## config.mk

```make
export PLATFORM = sky130hd
export DESIGN_NAME = dma_dst_addr_seq
export DESIGN_NICKNAME = d
export VERILOG_FILES = /design/src/rtl/dst_seq_pkg.sv /design/src/rtl/dst_step_calc.sv /design/src/rtl/dst_stop_ctrl.sv /design/src/rtl/dma_dst_addr_seq.sv
export SDC_FILE = /design/constraint.sdc
export NUM_CORES = 1
export LEC_CHECK = 0
export BUFFER_PORTS_ARGS = -buffer_cell sky130_fd_sc_hd__buf_2
export CORE_MARGIN = 2
export CORE_UTILIZATION = 46
export DETAILED_ROUTE_END_ITERATION = 8
export HOLD_SLACK_MARGIN = 0.05
export PLACE_DENSITY = 0.81
export SYNTH_ARGS = -nofsm -noshare
export SYNTH_HDL_FRONTEND = slang
export SYNTH_SLANG_ARGS = --single-unit
```

## constraint.sdc

```tcl
create_clock -name clk -period 2.3 [get_ports clk]
set_input_delay 0.345 -clock clk [delete_from_list [all_inputs] [get_ports clk]]
set_output_delay 0.345 -clock clk [all_outputs]
set_load 0.01 [all_outputs]
```

## src/rtl/dst_seq_pkg.sv

```systemverilog
package dst_seq_pkg;
  typedef enum logic [1:0] {
    UPD_HOLD0 = 2'b00,
    UPD_HOLD1 = 2'b01,
    UPD_INC   = 2'b10,
    UPD_DEC   = 2'b11
  } upd_mode_e;
endpackage

```

## src/rtl/dst_step_calc.sv

```systemverilog
module dst_step_calc #(
  parameter int ADDR_W   = 24,
  parameter int RPT_LOG2 = 4
) (
  input  logic [ADDR_W-1:0] addr_i,
  input  logic [1:0]        mode_i,
  input  logic              word_i,
  input  logic              single_ack_i,
  input  logic              area_en_i,
  output logic [ADDR_W-1:0] next_o,
  output logic              wrap_o
);
  import dst_seq_pkg::*;
  localparam int OFF_W = RPT_LOG2 + 1;

  logic [OFF_W-1:0]  off_ext, off_inc, off_dec, step_off;
  logic [ADDR_W-1:0] step_full, full_inc, full_dec;
  upd_mode_e         mode;

  assign mode      = upd_mode_e'(mode_i);
  assign step_off  = word_i ? OFF_W'(2) : OFF_W'(1);
  assign step_full = word_i ? ADDR_W'(2) : ADDR_W'(1);
  assign off_ext   = {1'b0, addr_i[RPT_LOG2-1:0]};
  assign off_inc   = off_ext + step_off;
  assign off_dec   = off_ext - step_off;
  assign full_inc  = addr_i + step_full;
  assign full_dec  = addr_i - step_full;

  always_comb begin
    next_o = addr_i;
    wrap_o = 1'b0;
    if (!single_ack_i) begin
      unique case (mode)
        UPD_INC: begin
          if (area_en_i) begin
            next_o = {addr_i[ADDR_W-1:RPT_LOG2], off_inc[RPT_LOG2-1:0]};
            wrap_o = off_inc[RPT_LOG2];
          end else begin
            next_o = full_inc;
          end
        end
        UPD_DEC: begin
          if (area_en_i) begin
            next_o = {addr_i[ADDR_W-1:RPT_LOG2], off_dec[RPT_LOG2-1:0]};
            wrap_o = off_dec[RPT_LOG2];
          end else begin
            next_o = full_dec;
          end
        end
        default: begin
          next_o = addr_i;
          wrap_o = 1'b0;
        end
      endcase
    end
  end
endmodule

```

## src/rtl/dst_stop_ctrl.sv

```systemverilog
module dst_stop_ctrl (
  input  logic clk,
  input  logic rst,
  input  logic load_i,
  input  logic xfer_ok_i,
  input  logic wrap_i,
  input  logic area_en_i,
  input  logic rpt_irq_en_i,
  input  logic blk_mode_i,
  input  logic blk_end_i,
  input  logic set_en_i,
  input  logic flag_clr_i,
  output logic ch_en_o,
  output logic flag_o
);
  logic armed_hit, stop_now, pend_q;

  assign armed_hit = xfer_ok_i & wrap_i & area_en_i & rpt_irq_en_i;
  assign stop_now  = (armed_hit & ~blk_mode_i) |
                     (ch_en_o & blk_end_i & (pend_q | armed_hit));

  always_ff @(posedge clk) begin
    if (rst) begin
      ch_en_o <= 1'b0;
      flag_o  <= 1'b0;
      pend_q  <= 1'b0;
    end else begin
      if (stop_now)
        ch_en_o <= 1'b0;
      else if (set_en_i)
        ch_en_o <= 1'b1;

      if (stop_now)
        flag_o <= 1'b1;
      else if (flag_clr_i)
        flag_o <= 1'b0;

      if (load_i || stop_now)
        pend_q <= 1'b0;
      else if (armed_hit && blk_mode_i)
        pend_q <= 1'b1;
    end
  end


  armed_stop_chk: assert property (@(posedge clk) disable iff (rst)
    (armed_hit && !blk_mode_i) |=> (!ch_en_o && flag_o));


  flag_sticky_chk: assert property (@(posedge clk) disable iff (rst)
    $fell(flag_o) |-> $past(flag_clr_i));


  enable_rise_chk: assert property (@(posedge clk) disable iff (rst)
    $rose(ch_en_o) |-> $past(set_en_i));


  block_defer_chk: assert property (@(posedge clk) disable iff (rst)
    (ch_en_o && blk_mode_i && !blk_end_i) |=> ch_en_o);
endmodule

```

## src/rtl/dma_dst_addr_seq.sv

```systemverilog
module dma_dst_addr_seq #(
  parameter int ADDR_W   = 24,
  parameter int RPT_LOG2 = 4
) (
  input  logic              clk,
  input  logic              rst,
  input  logic              load_i,
  input  logic [ADDR_W-1:0] start_addr_i,
  input  logic              xfer_done_i,
  input  logic              word_i,
  input  logic [1:0]        mode_i,
  input  logic              single_ack_i,
  input  logic              rpt_area_en_i,
  input  logic              rpt_irq_en_i,
  input  logic              irq_en_i,
  input  logic              blk_mode_i,
  input  logic              blk_end_i,
  input  logic              ch_en_set_i,
  input  logic              flag_clr_i,
  output logic [ADDR_W-1:0] addr_o,
  output logic              ch_en_o,
  output logic              rpt_flag_o,
  output logic              irq_o
);
  logic [ADDR_W-1:0] addr_q, addr_next;
  logic              wrap, xfer_ok;

  assign xfer_ok = xfer_done_i & ch_en_o;

  dst_step_calc #(.ADDR_W(ADDR_W), .RPT_LOG2(RPT_LOG2)) u_step (
    .addr_i       (addr_q),
    .mode_i       (mode_i),
    .word_i       (word_i),
    .single_ack_i (single_ack_i),
    .area_en_i    (rpt_area_en_i),
    .next_o       (addr_next),
    .wrap_o       (wrap)
  );

  dst_stop_ctrl u_ctrl (
    .clk          (clk),
    .rst          (rst),
    .load_i       (load_i),
    .xfer_ok_i    (xfer_ok),
    .wrap_i       (wrap),
    .area_en_i    (rpt_area_en_i),
    .rpt_irq_en_i (rpt_irq_en_i),
    .blk_mode_i   (blk_mode_i),
    .blk_end_i    (blk_end_i),
    .set_en_i     (ch_en_set_i),
    .flag_clr_i   (flag_clr_i),
    .ch_en_o      (ch_en_o),
    .flag_o       (rpt_flag_o)
  );

  always_ff @(posedge clk) begin
    if (rst)
      addr_q <= '0;
    else if (load_i)
      addr_q <= start_addr_i;
    else if (xfer_ok)
      addr_q <= addr_next;
  end

  assign addr_o = addr_q;
  assign irq_o  = rpt_flag_o & irq_en_i;


  addr_idle_chk: assert property (@(posedge clk) disable iff (rst)
    (!load_i && !(xfer_done_i && ch_en_o)) |=> $stable(addr_q));


  fixed_mode_chk: assert property (@(posedge clk) disable iff (rst)
    (!load_i && !mode_i[1]) |=> $stable(addr_q));


  single_ack_chk: assert property (@(posedge clk) disable iff (rst)
    (!load_i && single_ack_i) |=> $stable(addr_q));


  window_keep_chk: assert property (@(posedge clk) disable iff (rst)
    (!load_i && rpt_area_en_i) |=> (addr_q[ADDR_W-1:RPT_LOG2] == $past(addr_q[ADDR_W-1:RPT_LOG2])));
endmodule

```

* Word level (Yosys, flattened, before mapping) *
Index checks and enable logic that the tools add are counted.

cells by class
  muxes and demuxes = 14
  bitwise operators = 11
  equal/unequal tests = 5
  add/sub/neg operators = 4
  reduce and logical (&&, ||, !) cells = 9

operators by type and width
  operator                                      count
  two-way mux 24 bit                            5
  one-hot mux 24 bit (2 select lines)           1
  adder 24 bit                                  1
  subtractor 24 bit                             1
  AND 1 bit                                     8
  inequality test 3 bit, second input constant  2
  adder 4 x 5 -> 5 bit                          1
  two-way mux 1 bit                             5
  AND reduction 5 bit                           1
  subtractor 4 x 5 -> 5 bit                     1
  equality test 2 bit, second input constant    2
  two-way mux 2 bit                             2
  nonzero test 2 bit                            2
  OR reduction 2 bit                            2
  AND reduction 3 bit                           1
  nonzero test 3 bit                            1
  inequality test 2 bit, second input constant  1
  OR 1 bit                                      2
  one-hot mux 1 bit (2 select lines)            1
  logical AND 1 bit                             1
  logical OR 1 bit                              1
  inverter 1 bit                                1

storage, ports and cells
  input port bits = 39
  output and inout port bits = 27
  bits in registers = 27

* Logic depth before layout (Yosys ltp) *
Gate-level depths: netlist of the first run.

  word-level depth = 13
  depth in mapped cells = 9
  mapped depth without buffers = 9

* Modules after synthesis *
Synthesis of the first run repeated with hierarchy kept, for this count alone.

unflattened totals
  cell total of the unflattened synthesis = 305
  area total of the unflattened synthesis = 2705.1 sq um

modules (own cells, without submodules)
  module            area each (sq um)  instances  cells each  seq. area each (sq um)
  dma_dst_addr_seq  1551.5             1          142         480.5
  dst_step_calc     1007.2             1          149         0.0
  dst_stop_ctrl     146.4              1          14          60.1

* Worst setup path before layout of the first run *
No wires, ideal clock.

  path kind = in2reg
  start = input word_i
  end = register addr_q[12], in the netlist addr_o[12]
  data required time = 2173 ps
  data arrival time = 2269 ps
  path slack = -96 ps
  stages on the path = 9
  buffers on the path = 0
  cells stage by stage = inv_1 > ha_1 > inv_1 > fa_1 > and4bb_1 > nand2_1 > o32ai_1 > a2111oi_0 > or3_1

between the ends
  word-level cells in the longest chain between the ends = 7
  elaborated cells on any way between the ends = 9
  those cells by class = 2 x add/sub; 7 x mux

RTL lines
  element                                                   RTL line                                  text
  from (decl)                                               dma_dst_addr_seq.sv:10                    input logic word_i,
  two-way mux 2 bit (*)                                     dst_step_calc.sv:22                       assign step_full = word_i ? ADDR_W'(2) : ADDR_W'(1);
  subtractor 24 bit / adder 24 bit (equally long branches)  dst_step_calc.sv:27, dst_step_calc.sv:26
  two-way mux 24 bit, on equally long branches              dst_step_calc.sv:43, dst_step_calc.sv:35
  one-hot mux 24 bit (2 select lines) (*)                   dst_step_calc.sv:33                       unique case (mode)
  two-way mux 24 bit (*)                                    dst_step_calc.sv:32                       if (!single_ack_i) begin
  two-way mux 24 bit (*)                                    dma_dst_addr_seq.sv:61                    else if (xfer_ok)
  two-way mux 24 bit (*)                                    dma_dst_addr_seq.sv:59                    else if (load_i)
  to (signal assigned)                                      dma_dst_addr_seq.sv:60                    addr_q <= start_addr_i;
  to (signal assigned)                                      dma_dst_addr_seq.sv:62                    addr_q <= addr_next;
  to (decl)                                                 dma_dst_addr_seq.sv:25                    logic [ADDR_W-1:0] addr_q, addr_next;

Every way passes the cells marked *; elsewhere a longest branch is shown, timed or not. The select of a mux whose other input is x is not followed.
A chain may end at the register's enable or synchronous reset.

* Final worst setup path of the first run *
  start = input word_i
  end = register addr_q[17], in the netlist addr_o[17]

The elaborated chain is that of the path after synthesis.

==> impl_metrics.py, run 1 <==
metrics = {
    "sta": {
        "period_needed_ns": 2.28,
        "hold_viol_final": 0,
        "slew_headroom_pct": 55.6,
        "max_freq_mhz": 438,
        "skew_ns": 0.00369,
        "period_share_pct": 99.2,
        "rsz0062_at_grt": "yes",
        "timing.final.ws_setup_ns": 0.0186,
        "setup_viol": 0,
        "report.final.slew_viol_count": 0,
        "tightest_slew_ns": 0.665,
    },
    "power_and_ir_drop": {
        "max-vdd-ir-drop_uv": 457,
        "seqPwrFrac_pct": 47.7,
        "switching_share_pct": 32.3,
        "combPwrFrac_pct": 28.6,
        "p_per_area_mw_per_mm2": 421,
        "power.net_switching_uw": 371,
        "clockPowerShare_pct": 23.7,
        "p_int_uw": 777,
        "cellLeakagePower_uw": 0.00105,
    },
    "synthesis": {
        "synth_area_leaders": "dfxtp_1, nor2_1, nand2_1, a21oi_1, a311oi_1",
        "synth_top_area_share_pct": 25.9,
        "synth_flop_cell": "dfxtp_1",
        "synth.net_count": 314,
        "async_flop_share_pct": 0,
        "ys_top_cells_by_count": "dfxtp_1, nor2_1, nand2_1",
        "netlist_area_mm2": 0.00209,
        "ys_types": 54,
        "synth_cells": 269,
        "yosys.area.top_type": "dfxtp_1",
        "ys_ff_latch": 27,
        "synth_seq_area_share_pct": 25.9,
        "yosysMostFrequentCell": "dfxtp_1",
        "synth_area_per_cell_um2": 7.76,
        "synth_edf_count": 0,
        "yosys_warnings": 0,
    },
    "clocking": {
        "clk_latency_ns": 0.28,
        "ctsRootBufferMaster": "clkbuf_8",
        "cts.htree.levels": 1,
        "cts_tree": "built",
        "cts_hold_buf": 0,
        "clockBufferDepth": 2,
        "clkTransAtPathRegs_ns": 0.09,
        "clock-sinks": 27,
        "numCtsBuffers": 3,
    },
    "global_route": {
        "track_usage_pct": 23.8,
        "grt_pass1_wl_um": 10000,
        "antenna_found_initial": 0,
        "grt-ovfl-total": 0,
        "grt_max_degree": 37,
        "grt_pass1_vias": 2131,
    },
    "worst_setup_path": {
        "path_common_cell": "buf_4",
        "crit_path_end_kind": "flip-flop",
        "critPathLaunchType": "input port",
        "cp_max_fo": 4,
        "cp_slowest_cell": "nor4bb_2",
        "arrival_ns": 2.48,
        "path_buf_inv": 5,
        "crit_family": "buffers and inverters",
        "path_cells": "buf_2 -> clkinvlp_4 -> buf_4 -> ha_1 -> nor4bb_2 -> buf_4 -> nand3_2 -> buf_4 -> o32a_1 -> or3_1 -> a311oi_1",
        "critPathMaxStageDelay_ns": 0.36,
        "critPathRequiredTime_ns": 2.49,
        "path_class": "input port to flip-flop",
    },
    "die": {
        "die_y_um": 71.4,
        "dieArea_mm2": 0.00509,
        "initial_utilization_pct": 48.0,
        "dieWidth_um": 71.4,
        "fp-row-count": 24,
        "core_mm2": 0.00435,
        "io_pins": 66,
    },
    "cells_and_area": {
        "fillers": 376,
        "syn2layout_area_growth_pct": 30.4,
        "nets": 391,
        "drive_gt1_share_pct": 35.1,
        "utilization_pct": 62.6,
        "antenna_cells": 0,
    },
    "route": {
        "wl_per_cell_um": 15.4,
        "ant_nets": 0,
        "viasPerCell": 6.07,
        "drt-pass1-iter-count": 5,
        "drt_iter0_markers": 256,
        "vias": 2409,
        "drc": 0,
        "wirelength_um": 6110,
    },
    "worst_hold_path": {
        "holdCritPathClass": "input port to flip-flop",
    },
    "placement": {
        "io_buffers": 65,
        "hpwl_um": 4270,
        "dp_slack_ns": -0.283,
        "gp_congestion": 0.918,
    },
    "run_status": {
        "outcome": "finished, final reports clean",
    },
    "run": {
        "max-cap-violations": 0,
    },
}
worst paths after layout:
path / startpoint / to / slack [ns] / depth (start not counted)
setup reg to reg: addr_o[0] / addr_o[14] / 0.03 / 10
hold / removal: start_addr_i[1] / addr_o[1] / 0.30 / 3
setup / recovery: word_i / addr_o[17] / 0.02 / 11
hold reg to reg: u_ctrl.flag_o / u_ctrl.flag_o / 0.48 / 2
what timing repair did:
| item | 4_1_cts | 5_1_grt |
|---|---|---|
| resized for setup | 3 | 13 |
| setup buffers | 2 | 6 |
| endpoints found under the setup margin | 2 | 7 |
| pin swaps | 3 | 7 |
sequential cells by signal (all words and copies together) (netlist names):
register and count:
addr_o 24, u_ctrl.ch_en_o 1, u_ctrl.flag_o 1, u_ctrl.pend_q 1
placed cells by master (no fill, tap or decap), drive strengths merged, types with 3 or more instances in the layout:
cell type / n
nor4: 9
ha: 4
a21oi: 16
nor3: 6
nand3: 11
nand2b: 4
o211ai: 5
nor2: 26
or3: 9
buf: 93
nand4: 10
a311oi: 9
and3: 6
a211oi: 9
nand4b: 3
clkbuf: 3
o21ai: 7
nand2: 23
mux2i: 5
inv: 7
and2: 4
nor3b: 3
and4: 4
xnor2: 7
o32ai: 7
dfxtp: 27
o2111ai: 3
layer usage:
metal / part of all wire [%] / GRT usage, % / vias up / wire length [um]
li1: - / - / 1180 / -
met5: 0 / 0 / - / 0
met4: 2.6 / 6.08 / 0 / 159
met2: 46 / 38.3 / 126 / 2790
met1: 43 / 33.4 / 1087 / 2640
met3: 8.5 / 3.66 / 16 / 520
worst register-to-register path, delay by kind of cell, from the launching register on:
kind | cells | cell delay (ns)
and+or+nand+nor | 3 | 0.78
adders and majority gates | 2 | 0.46
DFF | 1 | 0.33
buffers and inverters | 3 | 0.20
AOI/OAI and AO/OA | 2 | 0.41
kinds of logic (layout without fill, tap and decap cells):
family	count (synthesis)	count (layout)	share of synthesized area (%)
fa+ha+maj	6	6	4.31
simple gates	125	125	33.9
buf+inv	29	105	6.17
compound gates	68	68	23.4
mux	6	6	2.94
flops	27	27	25.9
xor+xnor	8	8	3.36
area by class of cell:
type	count	area, um2	share of cell area (%)
Clock inverter	1	5.00	0.184
Multi-Input combinational cell	213	1500	55.0
Sequential cell	27	542	19.9
Tap cell	52	65.1	2.39
Timing Repair Buffer	93	539	19.8
Clock buffer	3	41.3	1.52
Inverter	8	33.8	1.24
stage by stage:
step                      instances  TNS [ns]  hold slack (ns)  instance area (um2)  power (uW)
after global routing            397    -0.247            0.315                 2720        1220
after detailed placement        385     -1.77            0.473                 2540         855
after CTS                       391         0            0.295                 2620        1140
final                           397         0            0.299                 2720        1150
after global placement          385     -1.18            0.464                 2540         848
after floorplan                 269         0            0.490                 2100         726
power by group through the flow:
stage,logic [uW],registers [uW],clock network (uW)
finish,328,547,272
global route,360,555,302
CTS,308,544,284
global placement,295,553,0
detailed placement,300,555,0
floorplan,167,559,0
Note: power is estimated with default switching activity, not from simulation.
==> run 2, diff against run 1 <==
Settings changed: CORE_UTILIZATION 46 to 45, PLACE_DENSITY 0.81 to 0.8.
==> impl_metrics.py, run 2 (same netlist as run 1, synthesis figures left out) <==
metrics = {
    "die": {
        "core_mm2": 0.00441,
        "die_y_um": 72.1,
        "fp-row-count": 24,
        "io_pins": 66,
        "dieWidth_um": 72.1,
        "initial_utilization_pct": 47.3,
        "dieArea_mm2": 0.00520,
    },
    "sta": {
        "max_freq_mhz": 448,
        "setup_viol": 0,
        "rsz0062_at_grt": "yes",
        "report.final.slew_viol_count": 0,
        "timing.final.ws_setup_ns": 0.0688,
        "period_share_pct": 97.0,
        "skew_ns": 0.00260,
        "slew_headroom_pct": 57.7,
        "period_needed_ns": 2.23,
        "hold_viol_final": 0,
        "tightest_slew_ns": 0.635,
        "hold_ws_ns": 0.302,
    },
    "route": {
        "viasPerCell": 6.23,
        "wl_per_cell_um": 15.4,
        "ant_nets": 0,
        "drc": 0,
        "vias": 2461,
        "drt_iter0_markers": 258,
        "wirelength_um": 6090,
        "drt-pass1-iter-count": 5,
    },
    "cells_and_area": {
        "utilization_pct": 60.4,
        "drive_gt1_share_pct": 32.7,
        "final_cell_mix": "buf_2, dfxtp_1, nor2_1, buf_4, nand2_1",
        "antenna_cells": 0,
        "largest_reg_flops": 24,
        "nets": 389,
        "fin_cells": 395,
        "syn2layout_area_growth_pct": 27.7,
        "layout_commonest_cell": "buf_2",
        "fillers": 431,
    },
    "run_status": {
        "outcome": "finished, final reports clean",
    },
    "global_route": {
        "grt_pass1_wl_um": 9690,
        "track_usage_pct": 22.8,
        "grt_pass1_vias": 2168,
        "grt-ovfl-total": 0,
        "antenna_found_initial": 0,
        "grt_max_degree": 37,
    },
    "worst_setup_path": {
        "critPathLaunchType": "flip-flop",
        "worst-r2r-setup-slack_ns": 0.07,
        "r2r-start": "addr_o[0]",
        "cp_max_fo": 4,
        "cp-startpoint": "addr_o[0]",
        "path_class": "flip-flop to flip-flop",
        "rr_endpoint": "addr_o[12]",
        "arrival_ns": 2.40,
        "crit_path_end_kind": "flip-flop",
        "cp-endpoint": "addr_o[12]",
        "critPathRequiredTime_ns": 2.47,
        "r2r_cells": 9,
    },
    "placement": {
        "dp.cells": 388,
        "gp_congestion": 0.932,
        "io_buffers": 65,
        "hpwl_um": 4440,
        "dp_slack_ns": -0.291,
    },
    "clocking": {
        "numCtsBuffers": 3,
        "clockBufferDepth": 2,
        "clock-sinks": 27,
        "clkTransAtPathRegs_ns": 0.10,
        "ctsRootBufferMaster": "clkbuf_8",
        "cts_tree": "built",
        "clk_latency_ns": 0.28,
        "cts.htree.levels": 1,
    },
    "power_and_ir_drop": {
        "p_per_area_mw_per_mm2": 429,
        "max-vdd-ir-drop_uv": 216,
        "p_total_uw": 1140,
        "cellLeakagePower_uw": 0.00103,
    },
    "run": {
        "max-cap-violations": 0,
    },
    "worst_hold_path": {
        "holdCritPathClass": "input port to flip-flop",
    },
}
-- run 2: power by group --
| group | internal [uW] | leakage (uW) | switching (uW) | total [uW] |
|---|---|---|---|---|
| sequential | 499 | 0.000224 | 49.3 | 548 |
| clock | 124 | 0.0000228 | 158 | 282 |
| combinational | 146 | 0.000779 | 167 | 313 |
| total | 769 | 0.00103 | 374 | 1140 |
-- run 2: worst min-delay path by stage --
stage                               start       endpoint  cells past startpoint
final                     start_addr_i[0]      addr_o[0]                      3
after global routing      start_addr_i[2]      addr_o[2]                      3
after CTS                 start_addr_i[0]      addr_o[0]                      3
after detailed placement    u_ctrl.flag_o  u_ctrl.flag_o                      2
after global placement      u_ctrl.flag_o  u_ctrl.flag_o                      2
after floorplan           start_addr_i[2]      addr_o[2]                      2
-- run 2: cell type report --
class / count / area [um2] / area share, %
clock buffers: 4 / 45.0 / 1.69
repair buffers: 91 / 520 / 19.5
flip-flops and latches: 27 / 541 / 20.3
inverters: 8 / 33.8 / 1.27
multi-input cells: 213 / 1460 / 54.8
well taps: 52 / 65.1 / 2.44
-- run 2: routing by layer --
layer	vias up	routed length, um	GRT usage [%]
met5	-	0	0
met4	0	121	7.13
met3	16	565	2.50
met2	140	2790	37.1
met1	1134	2620	31.6
li1	1171	-	-
-- run 2: worst max-delay path: stages (launching register included) --
cell       delay [ns]
dfxtp_1          0.32
inv_1            0.05
ha_1             0.16
inv_1            0.06
fa_2             0.33
and4bb_4         0.34
nand2_4          0.07
o32ai_2          0.29
a2111oi_1        0.11
or3_1            0.38
-- run 2: through the flow --
| stage | area (um2) | TNS [ns] |
|---|---|---|
| final | 2670 | 0 |
| after global routing | 2670 | -0.0402 |
| after CTS | 2630 | 0 |
| after detailed placement | 2570 | -1.83 |
| after global placement | 2570 | -1.21 |
| after floorplan | 2100 | 0 |
-- run 2: timing repair --
item / in CTS / in global routing
setup endpoints to repair: 2 / 8
resized for setup: 3 / 5
buffers inserted: 1 / 2
pin swaps: 2 / 4
hold buffers: 0 / 0
==> run 3, diff against run 2 <==
Settings changed: PLACE_DENSITY 0.8 to 0.84.
==> impl_metrics.py, run 3 (same netlist as run 1, synthesis figures left out) <==
metrics = {
    "power_and_ir_drop": {
        "switching_share_pct": 32.9,
        "cellLeakagePower_uw": 0.00102,
        "seqPwrFrac_pct": 47.9,
        "clockPowerShare_pct": 24.8,
        "p_int_uw": 765,
        "max-vdd-ir-drop_uv": 301,
        "combPwrFrac_pct": 27.3,
        "p_per_area_mw_per_mm2": 430,
        "power.net_switching_uw": 375,
        "p_total_uw": 1140,
    },
    "route": {
        "viasPerCell": 6.07,
        "drt_iter0_markers": 207,
        "drc": 0,
        "wl_per_cell_um": 15.1,
        "wirelength_um": 5940,
        "drt-pass1-iter-count": 4,
        "vias": 2387,
        "ant_nets": 0,
    },
    "worst_setup_path": {
        "critPathMaxStageDelay_ns": 0.36,
        "arrival_ns": 2.46,
        "path_common_cell": "inv_1",
        "path_cells": "inv_1 -> ha_1 -> inv_1 -> fa_2 -> and4bb_2 -> nand2_4 -> mux2_2 -> or3_1 -> a311oi_1",
        "path_buf_inv": 2,
        "critPathRequiredTime_ns": 2.49,
        "path_class": "flip-flop to flip-flop",
        "crit_family": "simple AND/OR/NAND/NOR gates",
        "cp_max_fo": 3,
        "cp_slowest_cell": "and4bb_2",
        "crit_path_end_kind": "flip-flop",
        "critPathLaunchType": "flip-flop",
    },
    "cells_and_area": {
        "layout_commonest_cell": "buf_2",
        "utilization_pct": 60.0,
        "fin_cells": 393,
        "fillers": 397,
        "syn2layout_area_growth_pct": 26.8,
        "nets": 387,
        "drive_gt1_share_pct": 32.0,
        "antenna_cells": 0,
        "final_cell_mix": "buf_2, nor2_1, dfxtp_1",
        "largest_reg_flops": 24,
    },
    "run_status": {
        "outcome": "finished, final reports clean",
    },
    "sta": {
        "tns_ns": 0,
        "period_needed_ns": 2.26,
        "skew_ns": 0.00933,
        "period_share_pct": 98.3,
        "hold_viol_final": 0,
        "setup_viol": 0,
        "slew_headroom_pct": 55.6,
        "max_freq_mhz": 442,
        "tightest_slew_ns": 0.666,
        "report.final.slew_viol_count": 0,
        "rsz0062_at_grt": "yes",
        "hold_ws_ns": 0.294,
    },
    "clocking": {
        "ctsRootBufferMaster": "clkbuf_8",
        "clock-sinks": 27,
        "cts_hold_buf": 0,
        "clockBufferDepth": 2,
        "cts_tree": "built",
        "clk_latency_ns": 0.28,
        "cts.htree.levels": 1,
        "clkTransAtPathRegs_ns": 0.10,
        "numCtsBuffers": 3,
    },
    "global_route": {
        "antenna_found_initial": 0,
        "grt_max_degree": 37,
        "track_usage_pct": 23.3,
        "grt_pass1_vias": 2157,
        "grt-ovfl-total": 0,
        "grt_pass1_wl_um": 9900,
    },
    "run": {
        "max-cap-violations": 0,
    },
    "die": {
        "fp-row-count": 24,
        "dieWidth_um": 72.1,
        "die_y_um": 72.1,
        "dieArea_mm2": 0.00520,
        "initial_utilization_pct": 47.3,
        "core_mm2": 0.00441,
        "io_pins": 66,
    },
    "worst_hold_path": {
        "holdCritPathClass": "input port to flip-flop",
    },
    "placement": {
        "io_buffers": 65,
        "hpwl_um": 4370,
        "dp.cells": 387,
        "gp_congestion": 0.955,
    },
}
[run 3: power by group through the flow]
stage	logic, uW	registers [uW]	clock network [uW]
2_1_floorplan	167	559	0
3_3_place_gp	297	553	0
3_5_place_dp	302	555	0
4_1_cts	306	545	291
5_1_grt	345	553	308
6_report	311	546	282
[run 3: stage by stage]
step	area (um2)	setup WS, ns
4_1_cts	2620	0.0257
2_1_floorplan	2100	0.00203
3_5_place_dp	2560	-0.215
3_3_place_gp	2560	-0.156
5_1_grt	2650	-0.0512
6_report	2650	0.0381
[run 3: layer usage]
| metal | vias to the layer above | part of all wire (%) | global-route usage [%] |
|---|---|---|---|
| li1 | 1172 | - | - |
| met1 | 1104 | 43 | 31.4 |
| met2 | 105 | 48 | 37.5 |
| met3 | 6 | 8.2 | 4.31 |
| met4 | 0 | 0.91 | 7.76 |
| met5 | - | 0 | 0 |
[run 3: final timing paths]
path                   startpoint            end  slack, ns  depth (start not counted)
setup reg to reg        addr_o[0]      addr_o[8]       0.04                          9
hold reg to reg     u_ctrl.flag_o  u_ctrl.flag_o       0.48                          2
setup / recovery        addr_o[0]      addr_o[8]       0.04                          9
hold / removal    start_addr_i[1]      addr_o[1]       0.29                          3
[run 3: worst register-to-register path: stages, from the launching register on]
cell and delay (ns):
dfxtp_2 0.33, inv_1 0.05, ha_1 0.14, inv_1 0.05, fa_2 0.33, and4bb_2 0.36
nand2_4 0.08, mux2_2 0.28, or3_1 0.30, a311oi_1 0.24
[run 3: cell type report]
type	instances	area, um2	area share [%]
clock inverter	1	5.00	0.189
timing repair buffer	89	505	19.1
inverter	8	33.8	1.28
sequential	27	542	20.5
tap	52	65.1	2.46
multi-input combinational	213	1460	55.0
clock buffer	3	41.3	1.56
[run 3: timing repair]
action / CTS / global route
pin swaps: 2 / 3
setup buffers: 1 / 1
endpoints found under the setup margin: 1 / 5
hold endpoints to repair: 0 / 0
gates resized for setup: 2 / 3
